<file path="config.mk">
export PLATFORM = sky130hd
export DESIGN_NAME = febe_tx_ctrl
export DESIGN_NICKNAME = d
export VERILOG_FILES = /design/src/rtl/febe_pkg.sv /design/src/rtl/febe_crc_track.sv /design/src/rtl/febe_req_reg.sv /design/src/rtl/febe_out_reg.sv /design/src/rtl/febe_tx_ctrl.sv
export SDC_FILE = /design/constraint.sdc
export NUM_CORES = 1
export LEC_CHECK = 0
export ABC_CLOCK_PERIOD_IN_PS = 2250
export BUFFER_PORTS_ARGS = -buffer_cell sky130_fd_sc_hd__buf_4
export CORE_AREA = 2 2 39 41
export DETAILED_ROUTE_END_ITERATION = 10
export DIE_AREA = 0 0 41 43
export PLACE_DENSITY_LB_ADDON = 0.1
export SETUP_SLACK_MARGIN = 0.05
export SLEW_MARGIN = 20
export SYNTH_ARGS = -nofsm -noshare
export SYNTH_HDL_FRONTEND = slang
export SYNTH_HIERARCHICAL = 1
export SYNTH_SLANG_ARGS = --single-unit
</file>
<file path="constraint.sdc">
create_clock -name clk_i -period 2.25 [get_ports clk_i]
set_clock_uncertainty 0.1 [all_clocks]
set_input_delay 0.45 -clock clk_i [delete_from_list [all_inputs] [get_ports clk_i]]
set_output_delay 0.45 -clock clk_i [all_outputs]
set_load 0.005 [all_outputs]
</file>
<file path="src/rtl/febe_pkg.sv">
package febe_pkg;
  typedef struct packed {
    logic perm;
    logic crc;
    logic remote;
  } febe_force_t;

  localparam int unsigned NUM_SRC = $bits(febe_force_t);

  // active-low febe: any asserted source yields 0
  function automatic logic febe_resolve(input febe_force_t f);
    return ~(|f);
  endfunction
endpackage

</file>
<file path="src/rtl/febe_crc_track.sv">
module febe_crc_track (
  input  logic clk_i,
  input  logic rst_ni,
  input  logic sf_strobe_i,
  input  logic crc_vld_i,
  input  logic crc_ok_i,
  output logic mism_o
);
  logic pend_q;

  // include a mismatch reported in the boundary cycle itself
  assign mism_o = pend_q | (crc_vld_i & ~crc_ok_i);

  always_ff @(posedge clk_i or negedge rst_ni) begin
    if (!rst_ni)          pend_q <= 1'b0;
    else if (sf_strobe_i) pend_q <= 1'b0;
    else                  pend_q <= mism_o;
  end
endmodule

</file>
<file path="src/rtl/febe_req_reg.sv">
module febe_req_reg (
  input  logic clk_i,
  input  logic rst_ni,
  input  logic sf_strobe_i,
  input  logic rem_en_i,
  input  logic wr_i,
  input  logic wdata_i,
  output logic req_o,
  output logic force_o,
  output logic clr_o
);
  logic req_q, armed_q, clr_q;

  // request active only until it has been latched once
  assign force_o = ~req_q & ~armed_q;

  always_ff @(posedge clk_i or negedge rst_ni) begin
    if (!rst_ni) begin
      req_q   <= 1'b1;
      armed_q <= 1'b0;
      clr_q   <= 1'b0;
    end else begin
      clr_q <= sf_strobe_i & armed_q & ~wr_i;
      if (wr_i) begin
        req_q   <= wdata_i;
        armed_q <= 1'b0;
      end else if (sf_strobe_i) begin
        if (armed_q) begin
          req_q   <= 1'b1;
          armed_q <= 1'b0;
        end else if (rem_en_i && force_o) begin
          armed_q <= 1'b1;
        end
      end
    end
  end

  assign req_o = req_q;
  assign clr_o = clr_q;
endmodule

</file>
<file path="src/rtl/febe_out_reg.sv">
module febe_out_reg
  import febe_pkg::*;
(
  input  logic        clk_i,
  input  logic        rst_ni,
  input  logic        sf_strobe_i,
  input  febe_force_t force_i,
  output logic        febe_o
);
  logic febe_q;

  always_ff @(posedge clk_i or negedge rst_ni) begin
    if (!rst_ni)          febe_q <= 1'b1;
    else if (sf_strobe_i) febe_q <= febe_resolve(force_i);
  end

  assign febe_o = febe_q;
endmodule

</file>
<file path="src/rtl/febe_tx_ctrl.sv">
module febe_tx_ctrl
  import febe_pkg::*;
(
  input  logic clk_i,
  input  logic rst_ni,
  input  logic sf_strobe_i,
  input  logic crc_vld_i,
  input  logic crc_ok_i,
  input  logic req_wr_i,
  input  logic req_wdata_i,
  input  logic rem_force_en_i,
  input  logic loc_force_en_i,
  input  logic perm_n_i,
  output logic febe_o,
  output logic req_bit_o,
  output logic req_clr_o
);
  logic        mism;
  logic        req_force;
  febe_force_t srcs;

  febe_crc_track u_crc (
    .clk_i       (clk_i),
    .rst_ni      (rst_ni),
    .sf_strobe_i (sf_strobe_i),
    .crc_vld_i   (crc_vld_i),
    .crc_ok_i    (crc_ok_i),
    .mism_o      (mism)
  );

  febe_req_reg u_req (
    .clk_i       (clk_i),
    .rst_ni      (rst_ni),
    .sf_strobe_i (sf_strobe_i),
    .rem_en_i    (rem_force_en_i),
    .wr_i        (req_wr_i),
    .wdata_i     (req_wdata_i),
    .req_o       (req_bit_o),
    .force_o     (req_force),
    .clr_o       (req_clr_o)
  );

  always_comb begin
    srcs.perm   = ~perm_n_i;
    srcs.crc    = loc_force_en_i & mism;
    srcs.remote = rem_force_en_i & req_force;
  end

  febe_out_reg u_out (
    .clk_i       (clk_i),
    .rst_ni      (rst_ni),
    .sf_strobe_i (sf_strobe_i),
    .force_i     (srcs),
    .febe_o      (febe_o)
  );
endmodule

</file>
==> impl_metrics.tcl <==
set metrics [dict create \
    crit_family "flip-flops" \
    multi_input_area_um2 103 \
    syn_area_um2 238 \
    hold_path_class "input port to flip-flop" \
    reg2reg_slack_ns 1.06 \
    drt-initial-drc-count 9 \
    cts_buffers 3 \
    finalCriticalPeriod_ns 1.44 \
    final_common_cell "buf_4" \
    slew_violations 0 \
    wl_per_cell_um 9.50 \
    critPathMaxFanout 4 \
    overflow 0 \
    fillers 155 \
    gp_congestion 0.603 \
    pin_count 13 \
    htreeDepth 1 \
    num_antenna_cells 0 \
    dpl_cell_area_um2 348 \
    drc 0 \
    clock-root-buffer "clkbuf_4" \
    yosysUniqueCellTypes 14 \
    required_ns 1.70 \
    peakVddDrop_v 0.000197 \
    clkTransAtPathRegs_ns 0.04 \
    slew-limit-headroom_pct 90.5 \
    path_buf_inv 1 \
    synth_top_area_share_pct 31.6 \
    cp-end-kind "output pin" \
    critPathArrivalTime_ns 0.89 \
    grt_max_degree 7 \
    grt_pass1_wl_um 800 \
    final.setup.tns_ns 0 \
    vias_per_cell 3.82 \
    slowest_delay_ns 0.54 \
    placementRows 14 \
    finalCritPeriodShare_pct 63.9 \
    ys_seq_elements 5 \
    antenna_found_initial 0 \
    start_util_pct 17.2 \
    worst_pin_slew_ns 0.141 \
    die_w_um 41 \
    cts_tree "built" \
    cts.sinks 5 \
    routed_wl_um 532 \
    fmax_ghz 0.696 \
    dr.pass1.iters 2 \
    critPathKind "flip-flop to output pin" \
    power_density_nw_per_um2 644 \
    dieArea_um2 1760 \
    syn_area_per_cell_um2 10.3 \
    synth_fp_nets 33 \
    startpoint_type "flip-flop" \
    clkLatencyLatePin_ns 0.24 \
    synth_top_area_cell "dfrtp_1" \
    cap_viol_max_count 0 \
    final_cell_area_um2 384 \
    status "complete, no violations" \
    seqCellArea_um2 128 \
    yosys_warnings 6 \
    dp_hpwl_um 410 \
    cts_buffer_depth 2 \
    die_h_um 43 \
    utilization_pct 27.8 \
    port_buffers 12 \
    grt_util_all_layers_pct 7.85 \
    ant_nets 0 \
    fin_nets 51 \
    setup_viol 0 \
    syn_to_final_growth_pct 61.6 \
    layout_common_cells "buf_4 (12), clkbuf_4 (3), nand2_1 (3), dfrtp_1 (3)" \
    cts_setup_buffers 0 \
    rsz0062_at_grt "no" \
    syn_inst 23 \
    path_cells "buf_4" \
    coreArea_um2 1380 \
    ys_seq_area_share_pct 53.7 \
    grt_pass1_vias 200 \
    finalHoldViolations 0 \
    p_leak_nw 0.187 \
    critPathSlowestCell "dfstp_2" \
    drive_gt1_share_pct 50.0 \
    synth_area_leaders "dfrtp_1 (32%), dfstp_2 (22%), nand2b_4 (5.8%), and2_1 (5.3%), mux2_2 (4.7%)" \
    vias 214 \
]
[cell families (layout without fill, tap and decap cells)]
| logic type | count (synthesis) | after routing | synth area share [%] |
|---|---|---|---|
| buffers and inverters | 2 | 19 | 3.16 |
| DFF | 5 | 5 | 53.7 |
| and+or+nand+nor | 11 | 11 | 28.4 |
| AOI/OAI and AO/OA | 4 | 4 | 10.0 |
| muxes | 1 | 1 | 4.74 |
[final cells by class]
| class | count | area share [%] |
|---|---|---|
| Timing Repair Buffer | 13 | 26.1 |
| Multi-Input combinational cell | 16 | 26.7 |
| Inverter | 2 | 1.95 |
| Clock buffer | 4 | 6.84 |
| Tap cell | 16 | 5.21 |
| Sequential cell | 5 | 33.2 |
[registers in the layout, summed over array words and instances (netlist names)]
register / cells
u_req/clr_o: 1
u_req/armed_q: 1
u_crc/pend_q: 1
u_out/febe_o: 1
u_req/req_o: 1
[metrics by stage]
stage | cells | power [mW] | hold slack, ns | setup WS [ns]
global placement | 51 | 0.145 | 0.157 | 0.914
CTS | 56 | 0.257 | 0.274 | 0.789
detailed placement | 51 | 0.145 | 0.157 | 0.910
floorplan | 23 | 0.120 | 0.0544 | 1.06
finish | 56 | 0.247 | 0.283 | 0.812
global route | 56 | 0.271 | 0.271 | 0.770
[timing repair]
| action | in CTS | in global routing |
|---|---|---|
| gates resized for setup | 0 | 0 |
| hold buffers | 1 | 0 |
| endpoints found under the hold margin | 3 | 0 |
| endpoints found under the setup margin | 0 | 0 |
[worst paths after layout]
| kind | start | depth (start not counted) | endpoint |
|---|---|---|---|
| min in group asynchronous | rst_ni | 2 | u_req/armed_q$_DFFE_PN0P_ |
| worst max-delay path | u_req/req_o$_DFFE_PN1P_ | 1 | req_bit_o |
| worst min register to register | u_crc/pend_q$_DFF_PN0_ | 2 | u_crc/pend_q$_DFF_PN0_ |
| max in group asynchronous | rst_ni | 2 | u_req/req_o$_DFFE_PN1P_ |
| worst max register to register | u_req/req_o$_DFFE_PN1P_ | 4 | u_out/febe_o$_DFFE_PN1P_ |
| worst min-delay path | req_wr_i | 2 | u_req/armed_q$_DFFE_PN0P_ |
[cell usage after synthesis]
master and n:
nor3_1 1, nor2_1 2, dfrtp_1 3, mux2_2 1, nand2_1 3, nand4bb_1 1
nand2b_1 1, and2_1 2, nand2b_4 1, a21oi_1 2, a21oi_2 1, dfstp_2 2
inv_1 2, o21ai_0 1
[where the power goes]
part	internal (mW)	switching [mW]
registers	0.0997	0.00403
clock network	0.0670	0.0359
logic	0.0261	0.0146
[routing by layer]
metal | track usage (%) | wire, um | vias to the layer above
li1 | - | - | 110
met4 | 10.0 | 0 | 0
met3 | 3.14 | 70 | 0
met1 | 10.1 | 257 | 92
met5 | 0 | 0 | -
met2 | 8.13 | 203 | 12
Power figures use the tool's default switching activity.
